--- config.mk ---
export PLATFORM = sky130hd
export DESIGN_NAME = ubrg_top
export DESIGN_NICKNAME = d
export VERILOG_FILES = /design/src/rtl/ubrg_pkg.sv /design/src/rtl/ubrg_cfg.sv /design/src/rtl/ubrg_prescale.sv /design/src/rtl/ubrg_divcnt.sv /design/src/rtl/ubrg_top.sv
export SDC_FILE = /design/constraint.sdc
export NUM_CORES = 1
export LEC_CHECK = 0
export BUFFER_PORTS_ARGS = -buffer_cell sky130_fd_sc_hd__buf_2
export CAP_MARGIN = 5
export CORE_AREA = 5 5 102 75
export DETAILED_ROUTE_END_ITERATION = 16
export DIE_AREA = 0 0 107 80
export PLACE_DENSITY = 0.75
export SLEW_MARGIN = 10
export SYNTH_ARGS = -nofsm -noshare
export SYNTH_HDL_FRONTEND = slang
export SYNTH_SLANG_ARGS = --single-unit
--- constraint.sdc ---
create_clock -name clk -period 2.8 [get_ports clk]
set_input_delay 0.7 -clock clk [delete_from_list [all_inputs] [get_ports clk]]
set_output_delay 0.7 -clock clk [all_outputs]
set_load 0.01 [all_outputs]
--- src/rtl/ubrg_pkg.sv ---
package ubrg_pkg;

  typedef enum logic [1:0] {
    SEL_MODE   = 2'd0,
    SEL_CLKDIV = 2'd1,
    SEL_BITDIV = 2'd2,
    SEL_NONE   = 2'd3
  } cfg_sel_e;

  typedef enum logic [1:0] {
    PAR_EVEN = 2'd0,
    PAR_ODD  = 2'd1,
    PAR_NONE = 2'd2
  } parity_e;

  localparam int CLKDIV_MIN = 1;
  localparam int BITDIV_MIN = 4;

endpackage

--- src/rtl/ubrg_cfg.sv ---
module ubrg_cfg
  import ubrg_pkg::*;
#(
  parameter int WD_W   = 32,
  parameter int CD_W   = 16,
  parameter int BD_W   = 8,
  parameter int CD_RST = 'h28B,
  parameter int BD_RST = 'hF
) (
  input  logic            clk,
  input  logic            rst,
  input  logic            we,
  input  logic [1:0]      addr,
  input  logic [WD_W-1:0] wdata,
  output logic            restart,
  output logic [CD_W-1:0] clkdiv_q,
  output logic [BD_W-1:0] bitdiv_q,
  output logic            prediv_q,
  output logic [3:0]      data_bits_q,
  output logic [1:0]      parity_q,
  output logic            two_stop_q
);

  logic wr_mode, wr_cd, wr_bd;

  always_comb begin
    wr_mode = we && (addr == SEL_MODE);
    wr_cd   = we && (addr == SEL_CLKDIV) && (wdata >= WD_W'(CLKDIV_MIN));
    wr_bd   = we && (addr == SEL_BITDIV) && (wdata >= WD_W'(BITDIV_MIN));
    restart = wr_mode || wr_cd || wr_bd;
  end

  always_ff @(posedge clk) begin
    if (rst) begin
      clkdiv_q    <= CD_W'(CD_RST);
      bitdiv_q    <= BD_W'(BD_RST);
      prediv_q    <= 1'b0;
      data_bits_q <= 4'd8;
      parity_q    <= PAR_EVEN;
      two_stop_q  <= 1'b1;
    end else begin
      if (wr_cd) clkdiv_q <= wdata[CD_W-1:0];
      if (wr_bd) bitdiv_q <= wdata[BD_W-1:0];
      if (wr_mode) begin
        prediv_q <= wdata[0];
        case (wdata[2:1])
          2'b11:   data_bits_q <= 4'd6;
          2'b10:   data_bits_q <= 4'd7;
          default: data_bits_q <= 4'd8;
        endcase
        case (wdata[5:3])
          3'd0:    parity_q <= PAR_EVEN;
          3'd1:    parity_q <= PAR_ODD;
          default: parity_q <= PAR_NONE;
        endcase
        two_stop_q <= (wdata[7:6] != 2'b11);
      end
    end
  end

endmodule

--- src/rtl/ubrg_prescale.sv ---
module ubrg_prescale #(
  parameter int DIV = 8
) (
  input  logic clk,
  input  logic rst,
  input  logic restart,
  input  logic enable,
  output logic tick
);

  localparam int PW = (DIV > 1) ? $clog2(DIV) : 1;

  logic [PW-1:0] cnt;
  logic          wrap;

  always_comb begin
    wrap = (cnt == PW'(DIV - 1));
    tick = enable ? wrap : 1'b1;
  end

  always_ff @(posedge clk) begin
    if (rst || restart) cnt <= '0;
    else if (enable)    cnt <= wrap ? '0 : cnt + 1'b1;
  end

endmodule

--- src/rtl/ubrg_divcnt.sv ---
module ubrg_divcnt #(
  parameter int W = 16
) (
  input  logic         clk,
  input  logic         rst,
  input  logic         restart,
  input  logic         step,
  input  logic [W-1:0] last,
  output logic         fire
);

  logic [W-1:0] cnt;

  always_comb fire = step && (cnt == last);

  always_ff @(posedge clk) begin
    if (rst || restart) cnt <= '0;
    else if (step)      cnt <= fire ? '0 : cnt + 1'b1;
  end

endmodule

--- src/rtl/ubrg_top.sv ---
module ubrg_top #(
  parameter int WD_W     = 32,
  parameter int CD_W     = 16,
  parameter int BD_W     = 8,
  parameter int PRE_DIV  = 8,
  parameter int CD_RST   = 'h28B,
  parameter int BD_RST   = 'hF
) (
  input  logic            clk,
  input  logic            rst,
  input  logic            cfg_we,
  input  logic [1:0]      cfg_addr,
  input  logic [WD_W-1:0] cfg_wdata,
  output logic            sample_en,
  output logic            bit_en,
  output logic [CD_W-1:0] clkdiv_o,
  output logic [BD_W-1:0] bitdiv_o,
  output logic            prediv_o,
  output logic [3:0]      data_bits_o,
  output logic [1:0]      parity_o,
  output logic            two_stop_o
);

  logic            restart, ref_tick, slot_fire, bit_fire;
  logic [CD_W-1:0] slot_last;

  ubrg_cfg #(
    .WD_W(WD_W), .CD_W(CD_W), .BD_W(BD_W), .CD_RST(CD_RST), .BD_RST(BD_RST)
  ) cfg_i (
    .clk(clk), .rst(rst), .we(cfg_we), .addr(cfg_addr), .wdata(cfg_wdata),
    .restart(restart), .clkdiv_q(clkdiv_o), .bitdiv_q(bitdiv_o),
    .prediv_q(prediv_o), .data_bits_q(data_bits_o), .parity_q(parity_o),
    .two_stop_q(two_stop_o)
  );

  ubrg_prescale #(.DIV(PRE_DIV)) pre_i (
    .clk(clk), .rst(rst), .restart(restart), .enable(prediv_o), .tick(ref_tick)
  );

  // a stored divisor of 0 wraps to all ones: a full 2**CD_W count
  always_comb slot_last = clkdiv_o - {{(CD_W-1){1'b0}}, 1'b1};

  ubrg_divcnt #(.W(CD_W)) slot_i (
    .clk(clk), .rst(rst), .restart(restart), .step(ref_tick),
    .last(slot_last), .fire(slot_fire)
  );

  ubrg_divcnt #(.W(BD_W)) bit_i (
    .clk(clk), .rst(rst), .restart(restart), .step(slot_fire),
    .last(bitdiv_o), .fire(bit_fire)
  );

  always_ff @(posedge clk) begin
    if (rst) begin
      sample_en <= 1'b0;
      bit_en    <= 1'b0;
    end else begin
      sample_en <= slot_fire && !restart;
      bit_en    <= bit_fire && !restart;
    end
  end

endmodule

# Yosys cells after proc, flatten, opt, wreduce, memory -nomap -nowiden
# Index checks and enable logic that the tools add are counted.
# Widths: inputs -> output; s select.
# word_totals
regBits	61
input_bits	37
output_inout_bits	34
elab_cells	47
# classes
add_sub_neg	4
n_lt_le_gt_ge	2
eq_ne	9
mux	6
n_reduce_logical	15
# ops
cell	count
$ge 32x1->1 const B	1
$ge 32x3->1 const B	1
$add 16x1->16 const B	1
$eq 16x16->1	1
$mux 16	1
$sub 16x1->16 const B	1
$logic_and 1x1->1	9
$add 8x1->8 const B	1
$eq 8x8->1	1
$mux 8	1
$pmux 4 s2	1
$eq 2x2->1 const B	3
$pmux 2 s2	1
$add 3x1->3 const B	1
$eq 3x1->1 const B	1
$eq 3x3->1 const B	1
$logic_not 3->1	1
$logic_or 1x1->1	3
$mux 3	1
$eq 2x1->1 const B	1
$logic_not 2->1	1
$ne 2x2->1 const B	1
$logic_not 1->1	1
$mux 1	1

# Longest topological paths before layout
# depth
depth_word	7
mapped_depth	10
ltp_nobuf	9

# Cells and area by module
# Synthesis repeated with hierarchy kept, for this count alone.
# hier_totals
cells_unflattened	365
area_unflattened_um2	3414.5
# modules_own_cells
module	n_inst	cells_each	area_per_inst_um2
ubrg_cfg	1	145	1443.9
ubrg_divcnt at slot_i	1	113	1028.5
ubrg_divcnt at bit_i	1	51	460.4
ubrg_top	1	43	331.6
ubrg_prescale	1	13	150.1

# Least setup slack after synthesis
# No wires, ideal clock.
# synth_path
path_kind	register -> register
from	reg cfg_i.clkdiv_q[8]
to	reg bit_i.cnt[6]
setup_ps	70
arrival_ps	2883
slack_ps	-152
stages_incl_launch_ff	8
path_buffers	0
synth_period_minus_slack_ps	2952
path_cell_list	dfxtp_1 > or4_4 > or4_4 > a211oi_2 > o2111ai_1 > or4_4 > or4_1 > a21oi_1
# synth_via
elab_chain_len	5
# synth_rtl
item	line	source
from (decl)	ubrg_cfg.sv:16	output logic [CD_W-1:0] clkdiv_q,
from (signal assigned)	ubrg_cfg.sv:35	clkdiv_q <= CD_W'(CD_RST);
from (signal assigned)	ubrg_cfg.sv:42	if (wr_cd) clkdiv_q <= wdata[CD_W-1:0];
$sub 16x1->16 *	ubrg_top.sv:41	always_comb slot_last = clkdiv_o - {{(CD_W-1){1'b0}}, 1'b1};
$eq 16x16->1 *	ubrg_divcnt.sv:14	always_comb fire = step && (cnt == last);
$logic_and 1x1->1 *	ubrg_divcnt.sv:14	
$logic_and 1x1->1	ubrg_divcnt.sv:14	
$mux 8	ubrg_divcnt.sv:18	else if (step) cnt <= fire ? '0 : cnt + 1'b1;
to (signal assigned)	ubrg_divcnt.sv:18	
to (decl)	ubrg_divcnt.sv:12	logic [W-1:0] cnt;
# Every way passes the cells marked *; elsewhere a longest branch is shown, timed or not.
# A chain may end at the register's enable or synchronous reset.

# Worst setup path after layout
# layout_path
from	reg cfg_i.clkdiv_q[9]
to	reg bit_i.cnt[7]
# Same word-level chain as after synthesis.

==> results.toml <==
[pwr]
powerDensity_nw_per_um2 = 460
ir_worst_vdd_uv = 261
leakage_nw = 1.77

[timing]
setup_viol = 21
tightest_slew_ps = 898
finalClockSkew_ps = 9.06
maxSlewHeadroom_pct = 39.9
layout_setup_ws_ps = -109
fin_crit_ps = 2910
period_share_pct = 104
hold_viol = 0
fmaxAchievable_mhz = 344
rsz0062_at_grt = "true"
slew_violations = 0

[critical_path]
crit_family = "simple AND/OR/NAND/NOR gates"
endpoint_kind = "flip-flop"
worstPathCellList = "or4_4, or4_4, a211oi_2, o2111ai_2, buf_4, or4_4, or4_4, a21oi_2"
path_buf_inv = 1
rr_endpoint = "bit_i.cnt[7]$_SDFFE_PP0N_"
crit_slowest_cell = "or4_4"
path_max_fanout = 3
r2r_start = "cfg_i.clkdiv_q[9]$_SDFFE_PP1P_"
crit_type = "reg -> reg"
worst_r2r_path_depth = 8
crit_required_ps = 3080
critPathMaxStageDelay_ps = 530
setup.worst_path.start_class = "flip-flop"
arrival_ps = 3190
r2r_setup_slack_ps = -110
crit_path_frequent_cell = "or4_4"

[clock_network]
cts_made_buffers = 9
root_buffer = "clkbuf_8"
cts_buffer_depth = 2
h-tree-depth = 3
insertion_delay_ps = 340
cts_sinks = 60
path_clk_slew_ps = 70
cts_tree = "yes"

[synth]
synth_compound_area_share_pct = 11.3
synth_mux_area_share_pct = 6.53
synth.top_cell.area_share_pct = 38.7
syn_avg_cell_area_um2 = 8.70
synthDistinctLibCells = 48
synthAdderAreaFrac_pct = 2.02
ys_seq_area_share_pct = 38.7
synth_ff_type = "dfxtp_1"
synthSimpleGateAreaFrac_pct = 27.8
synthTopCellsByCount = "dfxtp_1 (60), nor2_1 (58), nand2_1 (23), xnor2_1 (20)"
yosys_warnings = 0
ys_ff_latch = 60
synth_edf_count = 0
synth_top_family_by_area = "simple AND/OR/NAND/NOR gates"
synth.area.top_cells = "dfxtp_1 (39%), nor2_1 (7.0%), mux2i_1 (5.8%)"
synth_most_common_cell = "dfxtp_1"
synth-xor-area-share_pct = 10.7
async_reset_ff_share_pct = 0
synth_area_um2 = 3100
yosysTopAreaCell = "dfxtp_1"
synth_cells = 357
syn_nets = 399

[drt]
drc = 0
vias = 3029
routedWlPerCell_um = 17.0
drtIter0Drc = 212
vias_per_cell = 5.57
ant_nets = 0
routed_wl_mm = 9.25
drt_pass1_iterations = 5

[flow_run]
maxCapViolations = 0

[floorplan]
rows = 25
design.core.area_um2 = 6570
die_w_um = 107
dieHeight_um = 80
start_util_pct = 47.3
io_pins = 71
die-area_um2 = 8560

[global_routing]
antenna_found_initial = 0
grt_max_degree = 33
grt_usage_pct = 21.6
grt_overflow = 0
grt_first_pass_wirelength_mm = 14.4
grt_pass1_vias = 2932

[finish]
drive_gt1_share_pct = 35.0
nNetsFinal = 500
area_delta_synth_final_pct = 34.7
fin_area_um2 = 4180
diodes = 0

[placement]
dpl_worst_slack_ps = -224
io_buffers = 70
hpwlAfterDp_mm = 6.53
gp_congestion = 0.845
place_area_um2 = 3720

[min_path]
hold_end = "cfg_i.data_bits_q[0]$_SDFFE_PP0P_"
hold_path_class = "reg -> reg"
whs_path_depth = 2
hp-start = "cfg_i.data_bits_q[0]$_SDFFE_PP0P_"

[run_status]
status = "complete, but fails checks"
violations = "setup timing"
cell type report:
| type | count | area, um^2 |
|---|---|---|
| clock inverter | 4 | 47.5 |
| fill | 547 | 2390 |
| tap | 81 | 101 |
| sequential | 60 | 1210 |
| clock buffer | 12 | 155 |
| timing repair buffer | 102 | 653 |
| inverter | 7 | 26.3 |
| multi-input combinational | 278 | 1990 |
flip-flops by register name (all words and copies together), names as in the netlist:
| signal | cells |
|---|---|
| pre_i.cnt | 3 |
| cfg_i.clkdiv_q | 16 |
| cfg_i.prediv_q | 1 |
| cfg_i.data_bits_q | 3 |
| bit_en | 1 |
| bit_i.cnt | 8 |
| cfg_i.two_stop_q | 1 |
| cfg_i.bitdiv_q | 8 |
| sample_en | 1 |
| slot_i.cnt | 16 |
| cfg_i.parity_q | 2 |
worst max-delay path by stage:
| stage | startpoint | endpoint | slack, ps | depth (start not counted) |
|---|---|---|---|---|
| after global placement | cfg_i.clkdiv_q[9]$_SDFFE_PP1P_ | bit_i.cnt[4]$_SDFFE_PP0N_ | -150 | 7 |
| after global routing | cfg_i.clkdiv_q[9]$_SDFFE_PP1P_ | bit_i.cnt[1]$_SDFFE_PP0N_ | -210 | 8 |
| after floorplan | cfg_i.clkdiv_q[9]$_SDFFE_PP1P_ | bit_i.cnt[2]$_SDFFE_PP0N_ | -90 | 7 |
| after detailed placement | cfg_i.clkdiv_q[9]$_SDFFE_PP1P_ | bit_i.cnt[5]$_SDFFE_PP0N_ | -220 | 8 |
| after CTS | cfg_i.clkdiv_q[9]$_SDFFE_PP1P_ | bit_i.cnt[0]$_SDFFE_PP0N_ | -160 | 8 |
| final | cfg_i.clkdiv_q[9]$_SDFFE_PP1P_ | bit_i.cnt[7]$_SDFFE_PP0N_ | -110 | 8 |
tightest hold or removal path: cells and delay by family (launching register included):
family | cells | cell delay, ps
DFF | 1 | 310
and+or+nand+nor | 1 | 50
AOI/OAI and AO/OA | 1 | 50
per-layer routing:
layer  GRT usage, %  vias to the layer above  wire length [um]
li1               -                     1481                 -
met1           28.7                     1436              4350
met2           34.0                      101              4050
met3           6.95                       11               735
met4           5.36                        0               108
met5              0                        -                 0
where the power goes:
group / internal (mW) / leakage [nW] / switching, mW
sequential: 0.873 / 0.487 / 0.0189
clock: 0.457 / 0.102 / 0.347
combinational: 0.102 / 1.18 / 0.126
total: 1.43 / 1.77 / 0.491
cells in the final DEF (no fill, tap or decap), drive strengths merged, types with 2 or more instances in the layout:
cell    Yosys  routed
or4         6       7
clkinv      0       2
xor2       18      18
a211oi      3       3
nand4       8       8
a221o       2       2
nor2b       3       3
nor3b       2       2
nor2       58      58
or3b        3       3
nor3        5       5
ha          5       5
mux2i      18      18
and4        2       2
nand3      18      18
nand2      23      23
a211o       8       8
a31o        2       2
o21ai      12      12
or4b        4       4
and3       10      10
buf         6     101
mux2        2       2
nor4       10      10
nand2b      4       4
a21oi      17      17
dfxtp      60      60
clkbuf      7      13
xnor2      20      20
a21boi      2       2
nor4b       2       2
inv         7       7
what timing repair did:
item,CTS,global route
cloned,1,1
resized for setup,7,41
hold endpoints to repair,0,0
setup buffers,3,1
hold buffers,0,0
pin swaps,10,19
endpoints found under the setup margin,22,25
through the flow:
step / util [%] / total power [mW] / setup TNS (ps) / instances / hold WS [ps]
after global placement: 56.7 / 1.11 / -815 / 522 / 439
final: 63.7 / 1.92 / -1400 / 544 / 458
after detailed placement: 56.7 / 1.12 / -1430 / 522 / 448
after CTS: 60.7 / 1.92 / -2000 / 542 / 458
after global routing: 63.7 / 2.01 / -3400 / 544 / 475
after floorplan: - / 1.01 / -471 / 357 / 465
kinds of logic (layout without fill, tap and decap cells):
family | count (synthesis) | in the layout
xor gates and xnor gates | 38 | 38
adders and majority gates | 5 | 5
and+or+nand+nor | 161 | 162
muxes | 20 | 20
AOI/OAI and AO/OA | 53 | 53
DFF | 60 | 60
buffers and inverters | 20 | 125
Note: power is estimated with default switching activity, not from simulation.
